===== src/rtl/ucnt_pkg.sv =====
package ucnt_pkg;
  typedef enum logic [1:0] {
    CNT_HOLD = 2'd0,
    CNT_INC  = 2'd1,
    CNT_DEC  = 2'd2,
    CNT_LOAD = 2'd3
  } cnt_op_e;

  localparam int unsigned LINE_UP = 0;
  localparam int unsigned LINE_DN = 1;
  localparam int unsigned N_LINES = 2;
endpackage


===== src/rtl/ucnt_edge_sync.sv =====
module ucnt_edge_sync #(
  parameter int unsigned STAGES = 2
) (
  input  logic clk_i,
  input  logic rst_ni,
  input  logic line_i,
  output logic lvl_o,
  output logic rise_o,
  output logic held_o
);
  localparam int unsigned LAST = STAGES - 1;

  logic [STAGES-1:0] sync_q;
  logic              prev_q;

  // Reset to high: idle level of a count line, avoids a spurious edge after reset.
  always_ff @(posedge clk_i or negedge rst_ni) begin
    if (!rst_ni) sync_q[0] <= 1'b1;
    else         sync_q[0] <= line_i;
  end

  for (genvar s = 1; s < STAGES; s++) begin : g_stage
    always_ff @(posedge clk_i or negedge rst_ni) begin
      if (!rst_ni) sync_q[s] <= 1'b1;
      else         sync_q[s] <= sync_q[s-1];
    end
  end

  always_ff @(posedge clk_i or negedge rst_ni) begin
    if (!rst_ni) prev_q <= 1'b1;
    else         prev_q <= sync_q[LAST];
  end

  assign lvl_o  = sync_q[LAST];
  assign rise_o = sync_q[LAST] & ~prev_q;
  assign held_o = sync_q[LAST] & prev_q;
endmodule


===== src/rtl/ucnt_core.sv =====
module ucnt_core
  import ucnt_pkg::*;
#(
  parameter int unsigned WIDTH = 4
) (
  input  logic             clk_i,
  input  logic             rst_ni,
  input  logic             clr_i,
  input  logic             load_ni,
  input  logic [WIDTH-1:0] data_i,
  input  logic             up_rise_i,
  input  logic             up_held_i,
  input  logic             dn_rise_i,
  input  logic             dn_held_i,
  output logic [WIDTH-1:0] cnt_o
);
  localparam logic [WIDTH-1:0] ONE = WIDTH'(1);

  cnt_op_e          op;
  logic [WIDTH-1:0] cnt_q, cnt_d;

  always_comb begin
    op = CNT_HOLD;
    if (!load_ni)                    op = CNT_LOAD;
    else if (up_rise_i && dn_held_i) op = CNT_INC;
    else if (dn_rise_i && up_held_i) op = CNT_DEC;
  end

  always_comb begin
    unique case (op)
      CNT_LOAD: cnt_d = data_i;
      CNT_INC:  cnt_d = cnt_q + ONE;
      CNT_DEC:  cnt_d = cnt_q - ONE;
      default:  cnt_d = cnt_q;
    endcase
  end

  always_ff @(posedge clk_i or negedge rst_ni) begin
    if (!rst_ni)    cnt_q <= '0;
    else if (clr_i) cnt_q <= '0;
    else            cnt_q <= cnt_d;
  end

  assign cnt_o = cnt_q;
endmodule


===== src/rtl/ucnt_flags.sv =====
module ucnt_flags #(
  parameter int unsigned WIDTH = 4
) (
  input  logic [WIDTH-1:0] cnt_i,
  input  logic             up_lvl_i,
  input  logic             dn_lvl_i,
  output logic             carry_no,
  output logic             borrow_no
);
  localparam logic [WIDTH-1:0] CNT_MAX = {WIDTH{1'b1}};

  assign carry_no  = ~((cnt_i == CNT_MAX) & ~up_lvl_i);
  assign borrow_no = ~((cnt_i == '0) & ~dn_lvl_i);
endmodule


===== src/rtl/ucnt_cascade.sv =====
module ucnt_cascade
  import ucnt_pkg::*;
#(
  parameter int unsigned WIDTH       = 4,
  parameter int unsigned SYNC_STAGES = 2
) (
  input  logic             clk_i,
  input  logic             rst_ni,
  input  logic             clr_i,
  input  logic             load_ni,
  input  logic [WIDTH-1:0] data_i,
  input  logic             up_i,
  input  logic             dn_i,
  output logic [WIDTH-1:0] cnt_o,
  output logic             carry_no,
  output logic             borrow_no
);
  logic [N_LINES-1:0] line_raw, line_lvl, line_rise, line_held;

  assign line_raw[LINE_UP] = up_i;
  assign line_raw[LINE_DN] = dn_i;

  for (genvar l = 0; l < N_LINES; l++) begin : g_line
    ucnt_edge_sync #(.STAGES(SYNC_STAGES)) u_sync (
      .clk_i  (clk_i),
      .rst_ni (rst_ni),
      .line_i (line_raw[l]),
      .lvl_o  (line_lvl[l]),
      .rise_o (line_rise[l]),
      .held_o (line_held[l])
    );
  end

  ucnt_core #(.WIDTH(WIDTH)) u_core (
    .clk_i     (clk_i),
    .rst_ni    (rst_ni),
    .clr_i     (clr_i),
    .load_ni   (load_ni),
    .data_i    (data_i),
    .up_rise_i (line_rise[LINE_UP]),
    .up_held_i (line_held[LINE_UP]),
    .dn_rise_i (line_rise[LINE_DN]),
    .dn_held_i (line_held[LINE_DN]),
    .cnt_o     (cnt_o)
  );

  ucnt_flags #(.WIDTH(WIDTH)) u_flags (
    .cnt_i     (cnt_o),
    .up_lvl_i  (line_lvl[LINE_UP]),
    .dn_lvl_i  (line_lvl[LINE_DN]),
    .carry_no  (carry_no),
    .borrow_no (borrow_no)
  );
endmodule


===== config.mk =====
export PLATFORM = sky130hd
export DESIGN_NAME = ucnt_cascade
export DESIGN_NICKNAME = d
export VERILOG_FILES = /design/src/rtl/ucnt_pkg.sv /design/src/rtl/ucnt_edge_sync.sv /design/src/rtl/ucnt_core.sv /design/src/rtl/ucnt_flags.sv /design/src/rtl/ucnt_cascade.sv
export SDC_FILE = /design/constraint.sdc
export NUM_CORES = 1
export LEC_CHECK = 0
export ABC_AREA = 1
export BUFFER_PORTS_ARGS = -buffer_cell sky130_fd_sc_hd__buf_2
export CAP_MARGIN = 25
export CORE_UTILIZATION = 40
export CTS_BUF_LIST = sky130_fd_sc_hd__clkbuf_8
export CTS_CLUSTER_DIAMETER = 200
export DETAILED_ROUTE_END_ITERATION = 6
export MAX_ROUTING_LAYER = met4
export PLACE_DENSITY = 0.62
export SYNTH_ARGS = -nofsm -noshare
export SYNTH_HDL_FRONTEND = slang
export SYNTH_HIERARCHICAL = 1
export SYNTH_SLANG_ARGS = --single-unit

===== constraint.sdc =====
create_clock -name clk_i -period 1.85 [get_ports clk_i]
set_input_delay 0.4625 -clock clk_i [delete_from_list [all_inputs] [get_ports clk_i]]
set_output_delay 0.4625 -clock clk_i [all_outputs]
set_load 0.01 [all_outputs]

==> metrics.csv <==
stage,metric,value,unit
setup_path,reg-to-reg setup timing slack,-20,ps
grt,first-pass GRT wire length,1900,µm
timing,relative slew slack,0.771,
timing,Worst-Margin Slew,343,ps
grt,total gr overflow,0,
cts,clock root cell,clkbuf_8,
layout,# fillers,115,
drt,via count,581,
drt,Initial DRT Pass Iterations,4,
cts,clk slew on worst S/H paths,50,ps
grt,total track usage,0.188,
timing,RSZ-0062 raised after global routing,true,
synthesis,Yosys reg bits,10,
layout,utilization after layout,0.670,
synthesis,Cell variety after synth,19,
timing,Tmin final,1870,ps
layout,Layout area overhead,51.6,%
timing,"Period Utilization, post-route",1.01,
synthesis,Synth Warn #,6,
grt,vias in the first global route,468,
worst_hold_path,worst hold path type,input pin to asynchronous set/reset pin,
synthesis,Synth Cell Area,589,µm²
setup_path,crit path kind,flop to flop,
synthesis,register area share after synthesis,0.437,
layout,"commonest cells after routing, fill and taps aside","nand2_1, buf_2, nor2_1, buf_4, inv_1",
setup_path,crit path DAT,1990,ps
floorplanning,total core area,0.00133,mm²
layout,ratio of cells with drive above 1 in the final layout,0.542,
synthesis,syn avg cell area,7.56,µm²
synthesis,syn nets,91,
status,failing checks,negative setup slack,
setup_path,CP startpoint,g_line[0].u_sync/prev_q$_DFF_PN1_,
layout,Nets,121,
timing,Setup-failing EPs final,1,
layout,"commonest non-fill, non-tap cell in the layout",nand2_1,
cts,Clock Latency Late Sink,230,ps
cts,clk buf depth,2,
cts,total CTS buffers,3,
power,pwr/cell area,845,mW/mm²
grt,initial antenna violation count,0,
floorplanning,die area,0.00163,mm²
timing,Peak Freq,534,MHz
placed_design,I/O Buffers,15,
timing,Max Slew Vio Count,0,
placed_design,routability cong.,0.749,
setup_path,Setup crit start kind,flop,
setup_path,maximum fanout along the worst path,3,
setup_path,Worst Setup End Kind,flop,
floorplanning,num rows,13,
setup_path,Reg2Reg Launch Point,g_line[0].u_sync/prev_q$_DFF_PN1_,
status,status,"complete, but fails checks",
placed_design,Setup WS pre-CTS,-92.0,ps
floorplanning,initial core utilization,0.442,
job,MaxCap Viol Count,0,
layout,diodes inserted,0,
setup_path,R2R depth,13,
cts,clock sink count,10,
grt,largest net degree at the start of global routing,11,
setup_path,worst path required time,1970,ps
cts,htree depth,1,
floorplanning,chip height,40.4,µm
power,total power,0.755,mW
timing,worst clock skew,3.03,ps
drt,antenna-violating nets left,0,
floorplanning,Die W,40.4,µm
timing,fin worst setup slack,-22.8,ps
setup_path,crit path to,u_core/cnt_o[2]$_DFFE_PN0P_,
drt,Remaining DRCs,0,
synthesis,post-synthesis cell count,78,
timing,final hold violations,0,
power,Pleak,0.460,nW
cts,CTS tree,done,
power,peak supply drop,0.820,mV
floorplanning,IO Pins,16,
drt,wire per inst,10.5,µm
timing,TNS Setup,-22.8,ps
placed_design,placed wire-length estimate,924,µm
drt,final WL,1280,µm
drt,vias per cell,4.76,
drt,DRT iter0 DRCs,12,
setup_path,Reg-to-Reg End,u_core/cnt_o[2]$_DFFE_PN0P_,
final cells by class:
class	count	area, µm²	share of cell area
clock buffers	4	55.1	0.0616
inverters	13	50.0	0.0560
multi-input cells	55	358	0.401
flip-flops and latches	10	258	0.289
well taps	15	18.8	0.0210
repair buffers	25	154	0.172
power breakdown:
part / switching, mW / internal (mW)
combinational: 0.109 / 0.102
sequential: 0.0355 / 0.245
clock: 0.0776 / 0.186
cell usage after synthesis:
library cell   n  area share
a21oi_1        2       0.017
xor2_1         1       0.015
a21boi_0       1       0.013
o21ai_1        3       0.025
clkinv_1       1      0.0064
nor2_4         1       0.019
clkinv_2       1      0.0085
inv_2          1      0.0064
nand2_1       21        0.13
nand3_1        5       0.042
dfstp_2        6        0.27
dfrtp_1        4        0.17
ha_1           3       0.064
nand2_2        1       0.011
o31ai_1        1       0.013
nand3_2        1       0.017
nor2_1        12       0.076
nor2_2         3       0.032
inv_1         10       0.064
layer usage:
metal	wire, µm	vias up	track usage
li1	-	295	-
met1	603	265	0.240
met2	610	21	0.282
met3	61	0	0.0667
met4	0	0	0.0500
met5	0	-	-
worst min path at each step:
stage / from / endpoint / slack [ps] / depth (start not counted)
floorplan: rst_ni / u_core/cnt_o[0]$_DFFE_PN0P_ / 170 / 0
global placement: rst_ni / u_core/cnt_o[0]$_DFFE_PN0P_ / 320 / 1
detailed placement: rst_ni / u_core/cnt_o[1]$_DFFE_PN0P_ / 320 / 1
CTS: rst_ni / u_core/cnt_o[2]$_DFFE_PN0P_ / 80 / 1
global route: rst_ni / u_core/cnt_o[2]$_DFFE_PN0P_ / 80 / 1
finish: rst_ni / u_core/cnt_o[2]$_DFFE_PN0P_ / 80 / 1
sequential cells by signal, summed over array words and instances, names as in the netlist:
signal and cells:
g_line.u_sync/prev_q 2, u_core/cnt_o 4, g_line.u_sync/sync_q 2, g_line.u_sync/lvl_o 2
timing repair:
item,in CTS,in global routing
setup endpoints to repair,3,4
buffers inserted,1,1
pin swaps,8,5
hold buffers,0,0
endpoints found under the hold margin,0,0
gates resized for setup,13,2
worst max-delay path: stages (launching register included):
cell	delay [ps]
dfstp_2	550
nor2_4	40
a21boi_1	260
ha_4	210
nand2_2	50
clkinv_2	70
nor2_4	40
ha_4	150
a21oi_2	110
nor2_1	50
nor2_1	70
nand2_1	50
nand2_1	50
o21ai_1	50
metrics by stage:
stage	cells	area [µm²]	hold slack [ps]
after floorplan	78	613	167
after global placement	116	767	323
after detailed placement	116	767	324
after CTS	121	878	76.3
after global routing	122	893	83.7
final	122	893	76.7
cells by family (layout without fill, tap and decap cells):
group / Yosys count / after routing / synth area share
and+or+nand+nor: 44 / 44 / 0.331
buffers and inverters: 13 / 42 / 0.0849
DFF: 10 / 10 / 0.437
AOI/OAI and AO/OA: 7 / 7 / 0.0679
adders and majority gates: 3 / 3 / 0.0637
xor gates and xnor gates: 1 / 1 / 0.0149
Note: power is estimated with default switching activity, not from simulation.
